### config.mk
export PLATFORM = sky130hd
export DESIGN_NAME = step_pwm
export DESIGN_NICKNAME = d
export VERILOG_FILES = /design/src/rtl/step_pwm_pkg.sv /design/src/rtl/spwm_setting.sv /design/src/rtl/spwm_calc.sv /design/src/rtl/spwm_carrier.sv /design/src/rtl/step_pwm.sv
export SDC_FILE = /design/constraint.sdc
export NUM_CORES = 1
export LEC_CHECK = 0
export ABC_AREA = 1
export CAP_MARGIN = 30
export CELL_PAD_IN_SITES_DETAIL_PLACEMENT = 0
export CELL_PAD_IN_SITES_GLOBAL_PLACEMENT = 1
export CORE_ASPECT_RATIO = 0.75
export CORE_UTILIZATION = 49
export DETAILED_ROUTE_END_ITERATION = 7
export GPL_TIMING_DRIVEN = 0
export PLACE_DENSITY_LB_ADDON = 0.1
export SYNTH_ARGS = -nofsm -noshare
export SYNTH_HDL_FRONTEND = slang
export SYNTH_SLANG_ARGS = --single-unit
### constraint.sdc
create_clock -name clk_i -period 3.13 [get_ports clk_i]
set_input_delay 0.626 -clock clk_i [delete_from_list [all_inputs] [get_ports clk_i]]
set_output_delay 0.626 -clock clk_i [all_outputs]
set_load 0.02 [all_outputs]
### src/rtl/step_pwm_pkg.sv
package step_pwm_pkg;
  typedef enum logic {
    EDIT_FREQ = 1'b0,
    EDIT_DUTY = 1'b1
  } edit_e;
endpackage

### src/rtl/spwm_setting.sv
module spwm_setting
  import step_pwm_pkg::*;
#(
  parameter int N_FREQ = 16,
  parameter int N_DUTY = 37,
  localparam int FREQ_W = $clog2(N_FREQ),
  localparam int DUTY_W = $clog2(N_DUTY)
) (
  input  logic              clk_i,
  input  logic              rst_ni,
  input  logic              sel_i,
  input  logic              up_i,
  input  logic              dn_i,
  output logic [FREQ_W-1:0] freq_o,
  output logic [DUTY_W-1:0] duty_o,
  output edit_e             edit_o
);
  localparam logic [FREQ_W-1:0] FREQ_TOP = FREQ_W'(N_FREQ - 1);
  localparam logic [DUTY_W-1:0] DUTY_TOP = DUTY_W'(N_DUTY - 1);

  logic [FREQ_W-1:0] freq_q, freq_d;
  logic [DUTY_W-1:0] duty_q, duty_d;
  edit_e             edit_q, edit_d;
  logic              upd_en;

  assign upd_en = sel_i | up_i | dn_i;

  always_comb begin
    freq_d = freq_q;
    duty_d = duty_q;
    edit_d = edit_q;
    if (up_i && !dn_i) begin
      if (edit_q == EDIT_FREQ) begin
        if (freq_q != FREQ_TOP) freq_d = freq_q + FREQ_W'(1);
      end else begin
        if (duty_q != DUTY_TOP) duty_d = duty_q + DUTY_W'(1);
      end
    end else if (dn_i && !up_i) begin
      if (edit_q == EDIT_FREQ) begin
        if (freq_q != '0) freq_d = freq_q - FREQ_W'(1);
      end else begin
        if (duty_q != '0) duty_d = duty_q - DUTY_W'(1);
      end
    end
    if (sel_i) edit_d = (edit_q == EDIT_FREQ) ? EDIT_DUTY : EDIT_FREQ;
  end

  always_ff @(posedge clk_i or negedge rst_ni) begin
    if (!rst_ni) begin
      freq_q <= '0;
      duty_q <= '0;
      edit_q <= EDIT_FREQ;
    end else if (upd_en) begin
      freq_q <= freq_d;
      duty_q <= duty_d;
      edit_q <= edit_d;
    end
  end

  assign freq_o = freq_q;
  assign duty_o = duty_q;
  assign edit_o = edit_q;
endmodule

### src/rtl/spwm_calc.sv
module spwm_calc #(
  parameter int CLK_HZ   = 100_000_000,
  parameter int FMIN_HZ  = 50_000,
  parameter int FSTEP_HZ = 10_000,
  parameter int N_FREQ   = 16,
  parameter int N_DUTY   = 37,
  parameter int DUTY_DEN = 40,
  localparam int FREQ_W  = $clog2(N_FREQ),
  localparam int DUTY_W  = $clog2(N_DUTY),
  localparam int PER_W   = $clog2(CLK_HZ / FMIN_HZ + 1)
) (
  input  logic              clk_i,
  input  logic              rst_ni,
  input  logic [FREQ_W-1:0] freq_i,
  input  logic [DUTY_W-1:0] duty_i,
  output logic [PER_W-1:0]  per_o,
  output logic [PER_W-1:0]  cmp_o
);
  localparam int PROD_W = PER_W + DUTY_W;
  localparam logic [PER_W-1:0] PER_RST = PER_W'(CLK_HZ / FMIN_HZ);

  logic [PER_W-1:0]  per_tab [N_FREQ];
  logic [PER_W-1:0]  per_d, cmp_d;
  logic [PER_W-1:0]  per_q, cmp_q;
  logic [PROD_W-1:0] prod;

  for (genvar g = 0; g < N_FREQ; g++) begin : g_per_tab
    assign per_tab[g] = PER_W'(CLK_HZ / (FMIN_HZ + g * FSTEP_HZ));
  end

  always_comb begin
    per_d = per_tab[freq_i];
    prod  = PROD_W'(per_d) * PROD_W'(duty_i);
    cmp_d = PER_W'(prod / PROD_W'(DUTY_DEN));
  end

  always_ff @(posedge clk_i or negedge rst_ni) begin
    if (!rst_ni) begin
      per_q <= PER_RST;
      cmp_q <= '0;
    end else begin
      per_q <= per_d;
      cmp_q <= cmp_d;
    end
  end

  assign per_o = per_q;
  assign cmp_o = cmp_q;
endmodule

### src/rtl/spwm_carrier.sv
module spwm_carrier #(
  parameter int PER_W = 11,
  parameter logic [PER_W-1:0] PER_RST = PER_W'(2000)
) (
  input  logic             clk_i,
  input  logic             rst_ni,
  input  logic             en_i,
  input  logic [PER_W-1:0] per_i,
  input  logic [PER_W-1:0] cmp_i,
  output logic [PER_W-1:0] cnt_o,
  output logic [PER_W-1:0] cmp_o
);
  logic [PER_W-1:0] cnt_q, cnt_d;
  logic [PER_W-1:0] per_act_q, per_act_d;
  logic [PER_W-1:0] cmp_act_q, cmp_act_d;
  logic             wrap, load;

  always_comb begin
    wrap      = (cnt_q == per_act_q - PER_W'(1));
    load      = !en_i || wrap;
    cnt_d     = load ? '0 : cnt_q + PER_W'(1);
    per_act_d = load ? per_i : per_act_q;
    cmp_act_d = load ? cmp_i : cmp_act_q;
  end

  always_ff @(posedge clk_i or negedge rst_ni) begin
    if (!rst_ni) begin
      cnt_q     <= '0;
      per_act_q <= PER_RST;
      cmp_act_q <= '0;
    end else begin
      cnt_q     <= cnt_d;
      per_act_q <= per_act_d;
      cmp_act_q <= cmp_act_d;
    end
  end

  assign cnt_o = cnt_q;
  assign cmp_o = cmp_act_q;
endmodule

### src/rtl/step_pwm.sv
module step_pwm
  import step_pwm_pkg::*;
#(
  parameter int CLK_HZ   = 100_000_000,
  parameter int FMIN_HZ  = 50_000,
  parameter int FSTEP_HZ = 10_000,
  parameter int N_FREQ   = 16,
  parameter int N_DUTY   = 37,
  parameter int DUTY_DEN = 40
) (
  input  logic clk_i,
  input  logic rst_ni,
  input  logic en_i,
  input  logic sel_i,
  input  logic up_i,
  input  logic dn_i,
  output logic pwm_o
);
  localparam int FREQ_W = $clog2(N_FREQ);
  localparam int DUTY_W = $clog2(N_DUTY);
  localparam int PER_W  = $clog2(CLK_HZ / FMIN_HZ + 1);
  localparam logic [PER_W-1:0] PER_RST = PER_W'(CLK_HZ / FMIN_HZ);

  logic [1:0]        rst_sync_q;
  logic              rst_n_s;
  logic [FREQ_W-1:0] freq_idx;
  logic [DUTY_W-1:0] duty_idx;
  edit_e             edit_q;
  logic [PER_W-1:0]  per_new, cmp_new;
  logic [PER_W-1:0]  cnt, cmp_act;

  always_ff @(posedge clk_i or negedge rst_ni) begin
    if (!rst_ni) rst_sync_q <= 2'b00;
    else         rst_sync_q <= {rst_sync_q[0], 1'b1};
  end
  assign rst_n_s = rst_sync_q[1];

  spwm_setting #(.N_FREQ(N_FREQ), .N_DUTY(N_DUTY)) u_setting (
    .clk_i (clk_i),
    .rst_ni(rst_n_s),
    .sel_i (sel_i),
    .up_i  (up_i),
    .dn_i  (dn_i),
    .freq_o(freq_idx),
    .duty_o(duty_idx),
    .edit_o(edit_q)
  );

  spwm_calc #(
    .CLK_HZ(CLK_HZ), .FMIN_HZ(FMIN_HZ), .FSTEP_HZ(FSTEP_HZ),
    .N_FREQ(N_FREQ), .N_DUTY(N_DUTY), .DUTY_DEN(DUTY_DEN)
  ) u_calc (
    .clk_i (clk_i),
    .rst_ni(rst_n_s),
    .freq_i(freq_idx),
    .duty_i(duty_idx),
    .per_o (per_new),
    .cmp_o (cmp_new)
  );

  spwm_carrier #(.PER_W(PER_W), .PER_RST(PER_RST)) u_carrier (
    .clk_i (clk_i),
    .rst_ni(rst_n_s),
    .en_i  (en_i),
    .per_i (per_new),
    .cmp_i (cmp_new),
    .cnt_o (cnt),
    .cmp_o (cmp_act)
  );

  assign pwm_o = en_i && (cnt < cmp_act);
endmodule

# Yosys cells after proc, flatten, opt, wreduce, memory -nomap -nowiden
# Memory sizes are Yosys's and may differ from the RTL's.
# Index checks and enable logic that the tools add are counted.
# word_totals
regBits,68
rom_bits,176
input_bits,6
out_inout_bits,1
word_cells,60
memories,1
# op_classes
addsub,6
mul,1
div,1
magnitude_cmp,2
eq_ne,5
n_mux,16
n_bitwise,4
reduce_logical,15
# memory_table
name,depth,word_bits,rd,rd_clocked_by_memory_dff,write_ports,line,text
(no name shown),16,11,1,0,0,spwm_calc.sv:32,per_d = per_tab[freq_i];
# ops
op,count
two-way mux 6 bit,6
two-way mux 11 bit,3
two-way mux 4 bit,6
divider 17 x 6 -> 17 bit (second input constant),1
multiplier 11 x 6 -> 17 bit,1
adder 11 x 1 -> 11 bit (second input constant),1
equality test 11 bit,1
< comparator 11 bit,1
subtractor 11 x 1 -> 11 bit (second input constant),1
AND reduction 5 bit,2
adder 6 x 1 -> 6 bit (second input constant),1
inequality test 6 bit (second input constant),1
nonzero test 2 bit,3
nonzero test 6 bit,1
subtractor 6 x 1 -> 6 bit (second input constant),1
>= comparator 5 bit (second input constant),1
NOT 4 -> 5 bit,1
adder 4 x 1 -> 4 bit (second input constant),1
inequality test 2 bit (second input constant),2
inequality test 4 bit (second input constant),1
nonzero test 4 bit,1
subtractor 4 x 1 -> 4 bit (second input constant),1
logical AND 1 bit,3
zero test 1 bit,3
other kinds (5),6

# Logic depth before layout (Yosys ltp)
# depth
ltp_word,6
ltp_mapped,72
depth_no_buf,71

# Hierarchy
# A second synthesis with hierarchy kept.
# unflattened
hier_cells,1016
area_unflattened_um2,7093.1
# by_module_without_submodules
module,instances,cells_each,area_each_um2,seq_area_each_um2
spwm_calc,1,589,4037.6,558.0
spwm_carrier,1,243,1810.5,833.3
spwm_setting,1,131,900.9,275.3
step_pwm,1,53,344.1,50.0

# Least setup slack after synthesis
# Ideal clock, no wire load.
# synth_path
path_kind,flip-flop to flip-flop
from,"register u_setting.freq_q[0], in the netlist u_setting.freq_o[0]"
to,"register u_calc.cmp_q[0], in the netlist u_calc.cmp_o[0]"
setup_ns,0.122
arrival_time_ns,7.397
t_required_ns,3.008
path_slack_ns,-4.389
stages_incl_launch_ff,59
n_path_buf,0
period_less_slack_ns,7.519
path_cell_list,dfrtp_1 > inv_1 > ha_1 > o21ai_0 > inv_1 > nand2_1 > nand2_1 > inv_1 > nor2_1 > fa_1 > fa_1 > inv_1 > fa_1 > inv_1 > ha_1 > nand2_1 > a21oi_1 > o21ai_1 > [... 23 more ...] > nand2_2 > nand2_1 > nand2_2 > inv_2 > nand2_4 > nand2_4 > nand2_2 > nand2_1 > nand2_2 > o21ai_1 > a21o_1 > nand2_1 > nand2_1 > nand2_2 > nand2_2 > nand2_1 > nand2_1 > nand2_1
# synth_via
elab_chain_cells,6
# synth_lines
element,line,text
"start, declared",spwm_setting.sv:21,"logic [FREQ_W-1:0] freq_q, freq_d;"
"start signal, assigned",spwm_setting.sv:54,freq_q <= freq_d;
NOT 4 -> 5 bit (not written as such),spwm_calc.sv:32,
memory (16 x 11 bit),-,
two-way mux 11 bit (not written as such) (2 in a row),spwm_calc.sv:32,
named net u_calc.per_d[10],spwm_calc.sv:23,"logic [PER_W-1:0] per_d, cmp_d;"
multiplier 11 x 6 -> 17 bit,spwm_calc.sv:33,prod = PROD_W'(per_d) * PROD_W'(duty_i);
divider 17 x 6 -> 17 bit,spwm_calc.sv:34,cmp_d = PER_W'(prod / PROD_W'(DUTY_DEN));
named net u_calc.cmp_d[0],spwm_calc.sv:23,
"end signal, assigned",spwm_calc.sv:43,cmp_q <= cmp_d;
"end, declared",spwm_calc.sv:24,"logic [PER_W-1:0] per_q, cmp_q;"
# The timed path passes the listed nets, and every way through them passes these cells. The select of a mux whose other input is x is not followed.
# A chain may end at the register's enable or synchronous reset.

# Worst setup path after layout
# Ends and elaborated chain as after synthesis.

==> reports/metrics.cfg <==
[drt]
wirelength_met1_um = 7660
drc = 0
top_layer_used = met4
vias = 5806
postRouteAntennaNets = 0
avgRoutedWirePerCell_um = 14.1
wl_met2_um = 7820
wl_met3_um = 470
vias_per_cell = 5.07
firstDrtPassIters = 5
initialDrtViolationCount = 248
wirelength_um = 16200

[global_route]
grt_pass1_vias = 5832
grt_pass1_wl_um = 26700
track_usage = 0.243
grt_max_degree = 67
antenna_found_initial = 0
grt_overflow = 0

[worst_hold_path]
hold_class = reg2reg
holdPathStages = 0

[critical_path]
cp-end-kind = register
worst_path_most_repeated_cell = nand2_4
critPathRequiredTime_ps = 3340
path_class = reg2reg
reg2reg_depth = 63
max_stage_delay_ps = 540
slowest_stage = fa_1
critPathLaunchType = register
crit_fanout = 5
critPathArrivalTime_ps = 7940

[clock_tree]
clk_pin_slew_worst_paths_ps = 60
clkSinkCount = 68
clk_path_buf_depth = 2
clockRootBuffer = clkbuf_16
cts_made_buffers = 9
hold_buffers = 0
clk_latency_ps = 330
cts_tree = built
htreeDepth = 3

[place]
port-buffer-count = 6
dp_hpwl_um = 11600
gp_congestion = 0.838

[finish]
n_antenna_cell = 0
fillers = 1074
final_util = 0.672
fin_nets = 1067
drive_above_1_share = 0.363
area_growth_pct = 32.6

[timing]
worst_slack_ps = -4600
max_freq_mhz = 129
skew_ps = 9.47
relSlewSlack = 0.423
period_minus_slack_ps = 7730
rsz0062_at_grt = yes
finalSetupViolCount = 11
finalCritPeriodShare = 2.47
setup_tns_ps = -35230
tightest_slew_ps = 866
hold_violations = 0
slew_viol_final = 0

[floorplanning]
die_h_um = 103
die_x_um = 136
num_rows = 36
io_pins = 7
core_area_mm2 = 0.0131
dieArea_mm2 = 0.0140
start_util = 0.507

[run_status]
failed_checks = setup timing
status = complete, but fails checks

[synth]
yosys_warnings = 0
synthesis.area_mm2 = 0.00662
async_flop_share = 1.00
synthCells = 877
synth_top_area_cell = dfrtp_1
synth_top_area_share = 0.212
synth_area_leaders = dfrtp_1 21%, fa_1 12%, nand2_1 10%
synth_edf_count = 0
synth_flop_cell = dfrtp_1
seq_area_frac_synth = 0.259
synth_common_cells = 184 x nand2_1, 155 x inv_1, 92 x nor2_1, 56 x dfrtp_1, 53 x ha_1
yosysMostFrequentCell = nand2_1
synth_cell_types = 46
synthesis.nets = 975
ys_ff_latch = 68
syn_area_per_cell_um2 = 7.54

[flow_run]
maxCapViolations = 0

[layout by cell type, fill, tap and decap left out, types with 4 or more instances in the layout]
| master | instances |
|---|---|
| nand3_4 | 8 |
| mux2_2 | 6 |
| a21oi_1 | 8 |
| nand3_2 | 20 |
| o21ai_1 | 4 |
| clkbuf_16 | 9 |
| a21o_1 | 4 |
| nand2_4 | 49 |
| nor2_1 | 70 |
| nand4_1 | 11 |
| a21oi_2 | 5 |
| nand2_2 | 50 |
| inv_1 | 133 |
| nor3_1 | 8 |
| fa_1 | 39 |
| inv_2 | 27 |
| clkbuf_1 | 4 |
| clkinv_1 | 4 |
| inv_4 | 7 |
| nor2_2 | 19 |
| nor2_4 | 4 |
| o21ai_0 | 28 |
| xnor2_1 | 10 |
| nand3_1 | 28 |
| dfstp_2 | 12 |
| ha_1 | 39 |
| dfrtp_1 | 53 |
| clkdlybuf4s50_1 | 5 |
| buf_6 | 6 |
| buf_4 | 69 |
| xor2_1 | 27 |
| ha_4 | 13 |
| nand2_1 | 129 |
| o21ai_2 | 7 |
| a21oi_4 | 4 |
[sequential cells by signal, summed over array words and instances (netlist names)]
name	cells
u_setting.freq_o	4
rst_sync_q	2
u_carrier.cmp_o	11
u_setting.duty_o	6
u_carrier.cnt_o	11
u_carrier.per_act_q	11
u_calc.per_o	11
u_setting.edit_o	1
u_calc.cmp_o	11
[layout make-up]
type / instances / area (um^2) / area share
multi-input combinational: 627 / 5140 / 0.586
sequential: 68 / 1720 / 0.196
inverter: 174 / 684 / 0.0780
timing repair buffer: 81 / 656 / 0.0747
clock buffer: 10 / 239 / 0.0272
tap: 171 / 214 / 0.0244
clock inverter: 6 / 63.8 / 0.00727
buffer: 8 / 55.1 / 0.00627
[layer usage]
layer / vias to the layer above / global-route usage
li1: 2904 / -
met1: 2783 / 0.329
met3: 25 / 0.0329
met2: 94 / 0.412
met4: 0 / 0.0641
met5: - / 0
[stage by stage]
step | std cells | area (um^2) | setup slack [ps] | hold WS, ps
floorplan | 877 | 6900 | -3780 | 330
global placement | 1054 | 7170 | -4640 | 337
detailed placement | 1054 | 7180 | -4820 | 338
CTS | 1116 | 8130 | -4450 | 352
global route | 1145 | 8770 | -5050 | 365
finish | 1145 | 8770 | -4600 | 350
[timing repair]
| action | in CTS | in global routing |
|---|---|---|
| setup endpoints to repair | 12 | 26 |
| buffers inserted | 45 | 29 |
| gates resized for setup | 86 | 109 |
| cloned | 1 | 0 |
| pin swaps | 70 | 60 |
| hold endpoints to repair | 0 | 0 |
[cells by family after synthesis]
kind of cell / share of synthesized area
other: 0.000567
adder cells (fa/ha/maj): 0.218
XOR/XNOR: 0.0503
flip-flops: 0.259
AO/OA/AOI/OAI: 0.0700
multiplexers: 0.0117
buffers and inverters: 0.103
AND/OR/NAND/NOR: 0.287
[final timing paths]
| path | startpoint | end | slack (ps) |
|---|---|---|---|
| max | u_setting.freq_o[0] | u_calc.cmp_o[0] | -4600 |
| min | rst_sync_q[0] | rst_sync_q[1] | 350 |
| max reg2reg | u_setting.freq_o[0] | u_calc.cmp_o[0] | -4600 |
| min reg2reg | rst_sync_q[0] | rst_sync_q[1] | 350 |
| max in group asynchronous | rst_sync_q[1] | u_setting.freq_o[0] | 2060 |
| min in group asynchronous | rst_sync_q[1] | u_carrier.cnt_o[5] | 450 |
[critical path, delay by kind of cell, from the launching register on]
family	cells	cell delay, ps
muxes	1	130
AOI/OAI and AO/OA	3	510
and+or+nand+nor	44	3860
DFF	1	470
buffers and inverters	10	720
adders and majority gates	5	1900
Power is not shown: default switching activity piles up to over one toggle a cycle in this logic, so the estimate is an artifact.
